==> src/rtl/wdog_pkg.sv <==
package wdog_pkg;

    typedef enum logic [1:0] {
        ST_HALT  = 2'd0,
        ST_RUN   = 2'd1,
        ST_NMI   = 2'd2,
        ST_RST   = 2'd3
    } wd_state_e;

    localparam logic [3:0] STOP_KEY   = 4'b1010;
    localparam int         KICK_POS   = 4;
    localparam int         MODE_POS   = 1;
    localparam int         FLAG_POS   = 0;
    localparam int         RUN_W      = 4;
    localparam int         BYTE_W     = 8;

endpackage

==> src/rtl/wdog_regs.sv <==
module wdog_regs
    import wdog_pkg::*;
(
    input  logic              clk,
    input  logic              rst_n,
    input  logic              addr,
    input  logic              wr_en,
    input  logic              rd_en,
    input  logic [BYTE_W-1:0] wr_data,
    input  logic              wrap,
    output logic [BYTE_W-1:0] rd_data,
    output logic              kick,
    output logic              running,
    output logic              run_next,
    output logic              mode
);

    logic [RUN_W-1:0] run_q;
    logic             mode_q;
    logic             flag_q;
    logic             wr_ctrl;
    logic             wr_stat;
    logic             unused_hi;

    assign wr_ctrl   = wr_en && !addr;
    assign wr_stat   = wr_en && addr;
    assign kick      = wr_ctrl && wr_data[KICK_POS];
    assign running   = (run_q != STOP_KEY);
    assign run_next  = wr_ctrl ? (wr_data[RUN_W-1:0] != STOP_KEY) : running;
    assign mode      = mode_q;
    assign unused_hi = ^wr_data[BYTE_W-1:KICK_POS+1];

    // Run field and mode bit
    always_ff @(posedge clk or negedge rst_n) begin
        if (!rst_n) begin
            run_q  <= STOP_KEY;
            mode_q <= 1'b0;
        end else begin
            if (wr_ctrl) run_q  <= wr_data[RUN_W-1:0];
            if (wr_stat) mode_q <= wr_data[MODE_POS];
        end
    end

    // Sticky overflow flag: set by overflow, cleared only by kick
    always_ff @(posedge clk or negedge rst_n) begin
        if (!rst_n)      flag_q <= 1'b0;
        else if (kick)   flag_q <= 1'b0;
        else if (wrap)   flag_q <= 1'b1;
    end

    always_comb begin
        rd_data = '0;
        if (rd_en) begin
            if (addr) begin
                rd_data[MODE_POS] = mode_q;
                rd_data[FLAG_POS] = flag_q;
            end else begin
                rd_data[RUN_W-1:0] = run_q;
            end
        end
    end

    p_flag_set_r7: assert property (@(posedge clk) disable iff (!rst_n)
        wrap |=> flag_q);
    p_flag_clear_r7: assert property (@(posedge clk) disable iff (!rst_n)
        kick |=> !flag_q);
    p_flag_sticky_r7: assert property (@(posedge clk) disable iff (!rst_n)
        (flag_q && !kick) |=> flag_q);

endmodule

==> src/rtl/wdog_counter.sv <==
module wdog_counter
    import wdog_pkg::*;
#(
    parameter int TIMEOUT_TICKS = 131072
) (
    input  logic clk,
    input  logic rst_n,
    input  logic tick_en,
    input  logic running,
    input  logic kick,
    output logic wrap
);

    localparam int CNT_W = (TIMEOUT_TICKS > 2) ? $clog2(TIMEOUT_TICKS) : 1;
    localparam logic [CNT_W-1:0] LAST = CNT_W'(TIMEOUT_TICKS - 1);

    logic [CNT_W-1:0] cnt_q;
    logic [CNT_W-1:0] cnt_d;
    logic             step;
    logic             at_last;

    assign step    = tick_en && running && !kick;
    assign at_last = (cnt_q == LAST);
    assign wrap    = step && at_last;

    always_comb begin
        cnt_d = cnt_q;
        if (kick)         cnt_d = '0;
        else if (step)    cnt_d = at_last ? '0 : cnt_q + 1'b1;
    end

    always_ff @(posedge clk or negedge rst_n) begin
        if (!rst_n) cnt_q <= '0;
        else        cnt_q <= cnt_d;
    end

    p_hold_when_stopped_r2: assert property (@(posedge clk) disable iff (!rst_n)
        (!kick && (!running || !tick_en)) |=> $stable(cnt_q));
    p_kick_clears_r4: assert property (@(posedge clk) disable iff (!rst_n)
        kick |=> (cnt_q == '0));
    p_kick_beats_tick_r5: assert property (@(posedge clk) disable iff (!rst_n)
        (kick && tick_en) |-> !wrap);
    p_step_advances_r2: assert property (@(posedge clk) disable iff (!rst_n)
        (step && !at_last) |=> (cnt_q == $past(cnt_q) + 1'b1));
    p_wraps_zero_r3: assert property (@(posedge clk) disable iff (!rst_n)
        wrap |=> (cnt_q == '0));

endmodule

==> src/rtl/wdog_fsm.sv <==
module wdog_fsm
    import wdog_pkg::*;
(
    input  logic clk,
    input  logic rst_n,
    input  logic wrap,
    input  logic mode,
    input  logic run_next,
    input  logic running,
    output logic nmi,
    output logic wdt_reset
);

    wd_state_e state_q;
    wd_state_e state_d;

    // Next-state logic: expire beats start/stop/resume
    always_comb begin
        state_d = state_q;
        unique case (state_q)
            ST_HALT: state_d = run_next ? ST_RUN : ST_HALT;
            ST_RUN,
            ST_NMI,
            ST_RST: begin
                if (wrap)          state_d = mode ? ST_RST : ST_NMI;
                else if (run_next) state_d = ST_RUN;
                else               state_d = ST_HALT;
            end
            default: state_d = ST_HALT;
        endcase
    end

    // State register
    always_ff @(posedge clk or negedge rst_n) begin
        if (!rst_n) state_q <= ST_HALT;
        else        state_q <= state_d;
    end

    // Moore outputs
    always_comb begin
        nmi       = 1'b0;
        wdt_reset = 1'b0;
        unique case (state_q)
            ST_NMI:  nmi       = 1'b1;
            ST_RST:  wdt_reset = 1'b1;
            default: ;
        endcase
    end

    p_halt_means_stopped_r2: assert property (@(posedge clk) disable iff (!rst_n)
        (state_q == ST_HALT) |-> !running);
    p_nmi_pulse_r3: assert property (@(posedge clk) disable iff (!rst_n)
        nmi |=> !nmi);
    p_rst_pulse_r3: assert property (@(posedge clk) disable iff (!rst_n)
        wdt_reset |=> !wdt_reset);
    p_exclusive_r6: assert property (@(posedge clk) disable iff (!rst_n)
        !(nmi && wdt_reset));
    p_nmi_mode_r6: assert property (@(posedge clk) disable iff (!rst_n)
        (wrap && !mode) |=> nmi);
    p_rst_mode_r6: assert property (@(posedge clk) disable iff (!rst_n)
        (wrap && mode) |=> wdt_reset);

endmodule

==> src/rtl/wdog_top.sv <==
module wdog_top
    import wdog_pkg::*;
#(
    parameter int TIMEOUT_TICKS = 131072
) (
    input  logic       clk,
    input  logic       rst_n,
    input  logic       tick_en,
    input  logic       addr,
    input  logic       wr_en,
    input  logic       rd_en,
    input  logic [7:0] wr_data,
    output logic [7:0] rd_data,
    output logic       nmi,
    output logic       wdt_reset
);

    logic kick;
    logic running;
    logic run_next;
    logic mode;
    logic wrap;

    wdog_regs u_regs (
        .clk      (clk),
        .rst_n    (rst_n),
        .addr     (addr),
        .wr_en    (wr_en),
        .rd_en    (rd_en),
        .wr_data  (wr_data),
        .wrap     (wrap),
        .rd_data  (rd_data),
        .kick     (kick),
        .running  (running),
        .run_next (run_next),
        .mode     (mode)
    );

    wdog_counter #(
        .TIMEOUT_TICKS (TIMEOUT_TICKS)
    ) u_cnt (
        .clk     (clk),
        .rst_n   (rst_n),
        .tick_en (tick_en),
        .running (running),
        .kick    (kick),
        .wrap    (wrap)
    );

    wdog_fsm u_fsm (
        .clk       (clk),
        .rst_n     (rst_n),
        .wrap      (wrap),
        .mode      (mode),
        .run_next  (run_next),
        .running   (running),
        .nmi       (nmi),
        .wdt_reset (wdt_reset)
    );

endmodule

==> config.mk <==
export PLATFORM = sky130hd
export DESIGN_NAME = wdog_top
export DESIGN_NICKNAME = d
export VERILOG_FILES = /design/src/rtl/wdog_pkg.sv /design/src/rtl/wdog_regs.sv /design/src/rtl/wdog_counter.sv /design/src/rtl/wdog_fsm.sv /design/src/rtl/wdog_top.sv
export SDC_FILE = /design/constraint.sdc
export NUM_CORES = 1
export LEC_CHECK = 0
export CORE_MARGIN = 2
export CORE_UTILIZATION = 30
export CTS_CLUSTER_SIZE = 25
export DETAILED_ROUTE_END_ITERATION = 12
export PLACE_DENSITY = 0.49
export SETUP_SLACK_MARGIN = 0.05
export SYNTH_ARGS = -nofsm -noshare
export SYNTH_HDL_FRONTEND = slang
export SYNTH_HIERARCHICAL = 1
export SYNTH_SLANG_ARGS = --single-unit
==> constraint.sdc <==
create_clock -name clk -period 3.7 [get_ports clk]
set_clock_uncertainty 0.15 [all_clocks]
set_input_delay 0.925 -clock clk [delete_from_list [all_inputs] [get_ports clk]]
set_output_delay 0.925 -clock clk [all_outputs]
set_load 0.005 [all_outputs]
==> out/metrics.yaml <==
critical_path:
  cp.arrival_ns: 2.27
  required_ns: 2.62
  reg2regPathDepth: 8
  crit_type: "in -> out"
  cp-end-kind: "primary output"
  crit_fanout: 6
  critical_path.startpoint_type: "input pin"
pwr:
  total_power_mw: 0.6107
  power.density_nw_per_um2: 357.3
  p_leak_nw: 0.7204
  max-vdd-ir-drop_mv: 0.1996
drt:
  drcViolationCount: 0
  wire_per_inst_um: 14.61
  firstDrtPassIters: 4
  vias: 1196
  ant_nets: 0
  drtIter0Drc: 74
  routed_wl_mm: 3.185
  viasPerCell: 5.486
cts:
  htreeDepth: 1
  post_cts_buffers: 0
  numCtsBuffers: 3
  cts_tree: "done"
  clkSinkCount: 25
  cts-root-buf: "clkbuf_8"
  ctsResizeCount: 0
  ctsHoldBuffers: 0
  insertion_delay_ns: 0.27
  path_clk_slew_ns: 0.09
  clockBufferDepth: 2
flow_run:
  maxCapViolCount: 0
placement:
  portBuffers: 16
  dp.cells: 214
  dp_slack_ns: 0.3498
  place.detailed.hpwl_mm: 2.238
  post_dp_cell_area_um2: 1663
  gp_congestion: 0.7814
sta:
  slew_viol_final: 0
  holdWs_ns: 0.3284
  fmax_mhz: 298.6
  setup_viol: 0
  final.setup.worst_slack_ns: 0.3512
  grt_setup_unrepaired: "false"
  fin_crit_sh_pct: 90.51
  fin_crit_ns: 3.349
  fin_setup_tns_ns: 0
  finalHoldViolations: 0
synthesis:
  yosysSeqAreaShare_pct: 43.50
  synth_ff_type: "dfrtp_1"
  synth.largest_area_cell: "dfrtp_1"
  synth_area_per_cell_um2: 9.958
  synthDistinctLibCells: 46
  synth_top_area_share_pct: 39.86
  yosysWarnings: 6
  synth_area_um2: 1444
  synthArstFlopShare_pct: 100.0
  ys_seq_elements: 25
  synth_edf_count: 0
  syn_inst: 145
  synth_area_leaders: "dfrtp_1 (40%), mux2_4 (6.2%), o21ai_0 (4.5%)"
layout:
  final_common_cell: "dfrtp_1"
  final_nets: 181
  area_growth_pct: 18.37
  finish.utilization_pct: 36.43
  nFillCells: 483
  fin_cells: 218
  layout_common_cells: "dfrtp_1 (23), nand2_1 (17), clkdlybuf4s50_1 (16), o21ai_0 (13), nand3_1 (7)"
  diodes: 0
  drive_gt1_share_pct: 15.85
  final_area_um2: 1709
die:
  rows: 25
  core_area_um2: 4692
  die_h_um: 73.38
  start_util_pct: 30.77
  die-area_um2: 5384
  die_w_um: 73.38
  io_pins: 24
hold_path:
  worstHoldPathType: "reg -> reg"
  holdPathStages: 1
global_routing:
  globalRouteOverflowTotal: 0
  grt_use_total_pct: 12.81
  grt_pass1_vias: 1121
  grt_max_degree: 26
  grt_pass1_wl_mm: 5.437
  antenna_found_initial: 0
outcome:
  status: "finished, final reports clean"
[cell type report]
type | instances | area, um^2 | area share [%]
Clock buffer | 3 | 41.29 | 2.416
Timing Repair Buffer | 21 | 197.7 | 11.57
Sequential cell | 25 | 628.1 | 36.75
Multi-Input combinational cell | 113 | 765.7 | 44.80
Tap cell | 54 | 67.56 | 3.953
Clock inverter | 1 | 5.005 | 0.2928
Inverter | 1 | 3.754 | 0.2196
[where the power goes]
group,switching [mW],internal (mW),total [mW]
sequential,0.0292,0.299,0.329
combinational,0.0543,0.0601,0.114
clock,0.0922,0.0755,0.168
total,0.176,0.435,0.611
[Yosys cell counts (2+ instances only)]
cell	number
a21o_1	2
a21oi_1	3
a22o_1	2
a31oi_1	6
a41oi_1	3
and2_2	2
and3_1	4
and3b_2	2
buf_4	4
clkbuf_1	3
dfrtp_1	23
dfstp_2	2
ha_1	2
mux2_4	6
mux2i_1	2
nand2_1	17
nand3_1	7
nand4_1	4
nand4bb_1	3
nor2_1	6
nor2b_1	2
nor3_1	2
o21ai_0	13
o31ai_1	2
o41ai_1	2
[logic make-up after synthesis]
family	after synthesis	synth area share, %
other	1	0.2597
flip-flops	25	43.50
AND/OR/NAND/NOR	60	24.26
adder cells (fa/ha/maj)	2	1.733
AO/OA/AOI/OAI	38	17.59
buffers and inverters	10	4.245
multiplexers	9	8.406
[final timing paths]
kind | slack, ns | start | endpoint
max | 0.35 | addr | rd_data[1]
min reg2reg | 0.33 | u_cnt/cnt_q[15] | u_cnt/cnt_q[15]
max in group asynchronous | 2.25 | rst_n | u_regs/run_q[3]
min in group asynchronous | 0.86 | rst_n | u_regs/mode
min | 0.33 | u_cnt/cnt_q[15] | u_cnt/cnt_q[15]
max reg2reg | 1.07 | u_cnt/cnt_q[4] | u_fsm/state_q[0]
[state kept, by name (all words and copies together), names as in the netlist]
signal,cells
u_cnt/cnt_q,17
u_fsm/state_q,2
u_regs/flag_q,1
u_regs/mode,1
u_regs/run_q,4
[worst max-delay path, stage by stage]
cell and delay, ns:
clkdlybuf4s50_1 0.61, mux2i_1 0.11, nor2b_1 0.12, clkdlybuf4s50_1 0.50
[per-layer routing]
metal / wire length (um) / track usage, %
met1: 1576 / 17.40
met2: 1499 / 21.02
met3: 100 / 3.018
met4: 8 / 2.424
met5: 0 / 0
Note: power is estimated with default switching activity, not from simulation.
